[src/rtl/cfg_space.sv]
module cfg_space #(
  parameter logic [15:0] VENDOR_ID  = 16'h1A2B,
  parameter logic [15:0] DEVICE_ID  = 16'h3C4D,
  parameter logic [23:0] CLASS_CODE = 24'h078000,
  parameter logic [7:0]  REV_ID     = 8'h05,
  parameter int          NUM_BAR    = 6,
  parameter logic [47:0] BAR_LOG2   = {8'd24, 8'd20, 8'd4, 8'd16, 8'd8, 8'd12},
  parameter logic [5:0]  BAR_IO     = 6'b001010
) (
  input  logic        clk,
  input  logic        rst_n,
  input  logic        acc_en,
  input  logic        acc_wr,
  input  logic [5:0]  acc_idx,
  input  logic [31:0] acc_wdata,
  input  logic [3:0]  acc_be,
  output logic [31:0] acc_rdata,
  input  logic [31:0] bus_addr,
  input  logic        bus_is_io,
  output logic [5:0]  bar_hit
);
  localparam int DW_TOTAL = 64;
  localparam int HDR_DW   = 16;
  localparam int EXT_DW   = DW_TOTAL - HDR_DW;
  localparam int BAR_BASE = 4;
  localparam int BAR_SLOT = 6;

  logic        wr_en, rd_en;
  logic [2:0]  cmd_q;
  logic [31:0] bar_val [BAR_SLOT];
  logic [31:0] ext_q   [EXT_DW];
  logic [31:0] rd_mux;
  logic [5:0]  ext_idx;

  assign wr_en   = acc_en & acc_wr;
  assign rd_en   = acc_en & ~acc_wr;
  assign ext_idx = acc_idx - 6'(HDR_DW);

  function automatic logic [31:0] lane_merge(input logic [31:0] old_v,
                                             input logic [31:0] new_v,
                                             input logic [3:0]  be);
    logic [31:0] r;
    for (int b = 0; b < 4; b++)
      r[8*b +: 8] = be[b] ? new_v[8*b +: 8] : old_v[8*b +: 8];
    return r;
  endfunction

  always_ff @(posedge clk or negedge rst_n)
    if (!rst_n)
      cmd_q <= '0;
    else if (wr_en && acc_idx == 6'd1 && acc_be[0])
      cmd_q <= acc_wdata[2:0];

  for (genvar g = 0; g < BAR_SLOT; g++) begin : g_bar
    if (g < NUM_BAR) begin : g_on
      localparam logic [31:0] MASK = ~((32'd1 << BAR_LOG2[8*g +: 8]) - 32'd1);
      logic [31:0] q;
      logic        space_ok;
      always_ff @(posedge clk or negedge rst_n)
        if (!rst_n)
          q <= '0;
        else if (wr_en && acc_idx == 6'(BAR_BASE + g))
          q <= lane_merge(q, acc_wdata, acc_be) & MASK;
      assign space_ok   = BAR_IO[g] ? (cmd_q[0] & bus_is_io) : (cmd_q[1] & ~bus_is_io);
      assign bar_val[g] = q;
      assign bar_hit[g] = space_ok & ((bus_addr & MASK) == q);
    end else begin : g_off
      assign bar_val[g] = '0;
      assign bar_hit[g] = 1'b0;
    end
  end

  always_ff @(posedge clk)
    if (wr_en && acc_idx >= 6'(HDR_DW))
      for (int b = 0; b < 4; b++)
        if (acc_be[b])
          ext_q[ext_idx][8*b +: 8] <= acc_wdata[8*b +: 8];

  always_comb begin
    rd_mux = '0;
    if (acc_idx >= 6'(HDR_DW))
      rd_mux = ext_q[ext_idx];
    else if (acc_idx >= 6'(BAR_BASE) && acc_idx < 6'(BAR_BASE + BAR_SLOT))
      rd_mux = bar_val[3'(acc_idx - 6'(BAR_BASE))];
    else
      case (acc_idx)
        6'd0:    rd_mux = {DEVICE_ID, VENDOR_ID};
        6'd1:    rd_mux = {29'd0, cmd_q};
        6'd2:    rd_mux = {CLASS_CODE, REV_ID};
        default: rd_mux = '0;
      endcase
  end

  always_ff @(posedge clk or negedge rst_n)
    if (!rst_n)
      acc_rdata <= '0;
    else if (rd_en)
      acc_rdata <= rd_mux;
endmodule

[config.mk]
export PLATFORM = sky130hd
export DESIGN_NAME = cfg_space
export DESIGN_NICKNAME = d
export VERILOG_FILES = /design/src/rtl/cfg_space.sv
export SDC_FILE = /design/constraint.sdc
export NUM_CORES = 2
export LEC_CHECK = 0
export BUFFER_PORTS_ARGS = -buffer_cell sky130_fd_sc_hd__buf_2
export CAP_MARGIN = 30
export CORE_MARGIN = 2
export CORE_UTILIZATION = 42
export DETAILED_ROUTE_END_ITERATION = 8
export HOLD_SLACK_MARGIN = 0.05
export PLACE_DENSITY_LB_ADDON = 0.05
export REMOVE_ABC_BUFFERS = 1
export SLEW_MARGIN = 10
export SYNTH_ARGS = -nofsm -noshare
export SYNTH_HDL_FRONTEND = slang
export SYNTH_SLANG_ARGS = --single-unit
[constraint.sdc]
create_clock -name clk -period 2.1 [get_ports clk]
set_clock_uncertainty 0.2 [all_clocks]
set_input_delay 0.315 -clock clk [delete_from_list [all_inputs] [get_ports clk]]
set_output_delay 0.315 -clock clk [all_outputs]
set_load 0.01 [all_outputs]
==> metrics.yaml <==
cts_buffers: 177
crit_cells: 6
whs_ns: 0.128
end_kind: "output pin"
min_period_ns: 3.34
hold-path-cell-count: 5
slew_headroom_pct: 44.5
fin_ws_ns: -1.24
crit_fanout: 3
drt_iter0_drc: 4013
use_met2_pct: 42.0
syn_area_um2: 67400
nets: 4504
slew_violations: 0
io_pins: 117
outcome: "finished, violations left"
viasPerCell: 5.80
synth_ff_type: "edfxtp_1"
use_met3_pct: 5.90
vias: 38600
synth_top_cell_area_share_pct: 68.5
synth_top_cell_by_area: "edfxtp_1"
setup_violations: 25
antenna_left: 0
ys_seq_area_share_pct: 73.8
initial_core_util_pct: 42.4
crit_path_start_kind: "flip-flop"
io_buffers: 112
met1_usage_pct: 38.9
min_to: "acc_rdata[17]"
place.gp.congestion: 0.954
fp-row-count: 146
ir_drop_mv: 0.837
fillCellCount: 12900
clk_pin_slew_ns: 0.06
grt_pass1_wl_mm: 310
core_area_um2: 159000
worst_slew_pin_slew_ns: 0.832
die_area_um2: 164000
cts-root-buf: "clkbuf_16"
htreeDepth: 4
netlist_top_cells_count: "edfxtp_1, mux4_2, nor2_1"
syn_to_final_growth_pct: 23.7
critPathBufInv: 2
critical-path-top-delay-family: "simple AND/OR/NAND/NOR gates"
drcViolationCount: 0
grt_max_degree: 55
timing.rr.end: "acc_rdata[20]"
min_from: "acc_wr"
tns_ns: -5.98
arrival_ns: 2.83
grt_setup_unrepaired: "true"
drt_first_pass_iters: 7
grt_pass1_vias: 39600
die_y_um: 405
fmax_mhz: 299
hold_viol_final: 0
layout-drive-gt1-share_pct: 38.5
clk_path_buf_depth: 3
timing.rr.start: "ext_q[35][20]"
synth_edf_count: 1536
dieWidth_um: 405
overflow: 0
netlist_instances: 3484
total_power_mw: 72.9
avgRoutedWirePerCell_um: 33.3
top_usage_layer: "met2"
dpl.hpwl_mm: 161
ys_async_sr_fraction_pct: 8.52
drt_wl_total_mm: 222
cts_sinks: 1679
synthTopCellsByArea: "edfxtp_1, mux4_2, dfrtp_1"
ys_ff_latch: 1679
leakage_nw: 29.3
clkLatencyLatePin_ns: 0.82
slowest_stage: "nor4_4"
finalCritPeriodShare_pct: 159
antenna_found_initial: 20
hp-class: "in2reg"
tritoncts: "yes"
reg2reg_depth: 6
critical_path.cell_chain: "xor2_1, nor4_2, nand4_1, nor4_4, buf_4, buf_6"
critPathKind: "reg2out"
worst_path_largest_cell_delay_ns: 0.51
violations: "negative setup slack"
final_cells: 6650
max-cap-violations: 0
worstPathRequired_ns: 1.58
yosysWarnings: 0
synth.avg_cell_area_um2: 19.3
p_per_area_nw_per_um2: 875
ys_types: 77
dp.cells: 6263
yosysMostFrequentCell: "edfxtp_1"
track_usage_pct: 27.3
regToRegSetupSlack_ns: -0.03
## worst min-delay path: cells and delay by family
family	cells	cell delay (ns)
and+or+nand+nor	3	0.37
buffers and inverters	2	0.38
## repair_timing
action                                   CTS  global route
endpoints found under the hold margin   1580           128
cloned                                     0             0
endpoints found under the setup margin   269            78
hold buffers                              37             3
setup buffers                              8             1
pin swaps                                 44            24
resized for setup                         75            38
## cell usage in the layout (no fill, tap or decap), types with 17 or more instances in the layout
master	Yosys	routed
mux2_2	139	139
mux4_2	335	335
clkbuf_16	0	181
clkbuf_1	86	41
a21oi_1	53	49
o221ai_1	17	17
clkinv_2	0	37
mux2i_1	117	117
xor2_1	72	64
edfxtp_1	1536	1536
nor2_1	222	219
clkinv_1	2	34
nand2_1	131	127
dlygate4sd3_1	0	40
o21ai_0	20	17
a221oi_1	28	24
a22o_1	18	17
buf_2	58	101
dfrtp_1	143	143
nand3_1	48	47
buf_12	8	104
nand4_1	33	33
xnor2_1	36	33
a22oi_1	102	89
buf_4	16	711
## layout make-up
type | count | area (um2) | share of cell area [%]
inverters | 6 | 25.0 | 0.0300
diodes | 9 | 22.5 | 0.0270
repair buffers | 968 | 8470 | 10.2
clock inverters | 100 | 842 | 1.01
clock buffers | 228 | 4770 | 5.72
well taps | 2072 | 2590 | 3.11
multi-input cells | 1588 | 16900 | 20.3
flip-flops and latches | 1679 | 49700 | 59.6
## metal layers
| layer | share of wire (%) | wire, um |
|---|---|---|
| met1 | 42 | 93400 |
| met2 | 46 | 102000 |
| met3 | 8.4 | 18500 |
| met4 | 3.5 | 7750 |
| met5 | 0.057 | 126 |
## flip-flops by register name (all words and copies together) (netlist names)
name	count
g_bar.g_on.q	108
ext_q	1536
acc_rdata	32
cmd_q	3
## power breakdown
| group | internal, mW | total, mW | switching [mW] |
|---|---|---|---|
| clock | 17.3 | 30.3 | 13.0 |
| combinational | 2.27 | 5.53 | 3.26 |
| sequential | 36.7 | 37.1 | 0.312 |
| total | 56.3 | 72.9 | 16.6 |
## cells by family after synthesis
family                     synth area share, %
buffers and inverters                     1.99
xor gates and xnor gates                  1.40
DFF                                       73.8
and+or+nand+nor                           3.70
adders and majority gates               0.0929
muxes                                     15.3
AOI/OAI and AO/OA                         3.73
## per-stage QoR
stage | setup WS (ns) | util (%) | area (um2)
after detailed placement | -1.07 | 48.2 | 76600
after CTS | -1.24 | 52.2 | 83000
final | -1.24 | 52.4 | 83300
after global routing | -1.31 | 52.4 | 83300
after global placement | -1.08 | 48.2 | 76500
after floorplan | -2.35 | - | 66100
## worst max path at each step
| stage | to | slack (ns) | startpoint |
|---|---|---|---|
| final | bar_hit[0] | -1.24 | g_bar[0].g_on.q[31] |
| after global routing | bar_hit[0] | -1.31 | g_bar[0].g_on.q[31] |
| after CTS | bar_hit[0] | -1.24 | g_bar[0].g_on.q[17] |
| after detailed placement | acc_rdata[30] | -1.07 | acc_idx[4] |
| after global placement | acc_rdata[18] | -1.08 | acc_idx[0] |
| after floorplan | g_bar[1].g_on.q[10] | -2.35 | acc_idx[3] |
(Power assumes the default switching activity.)
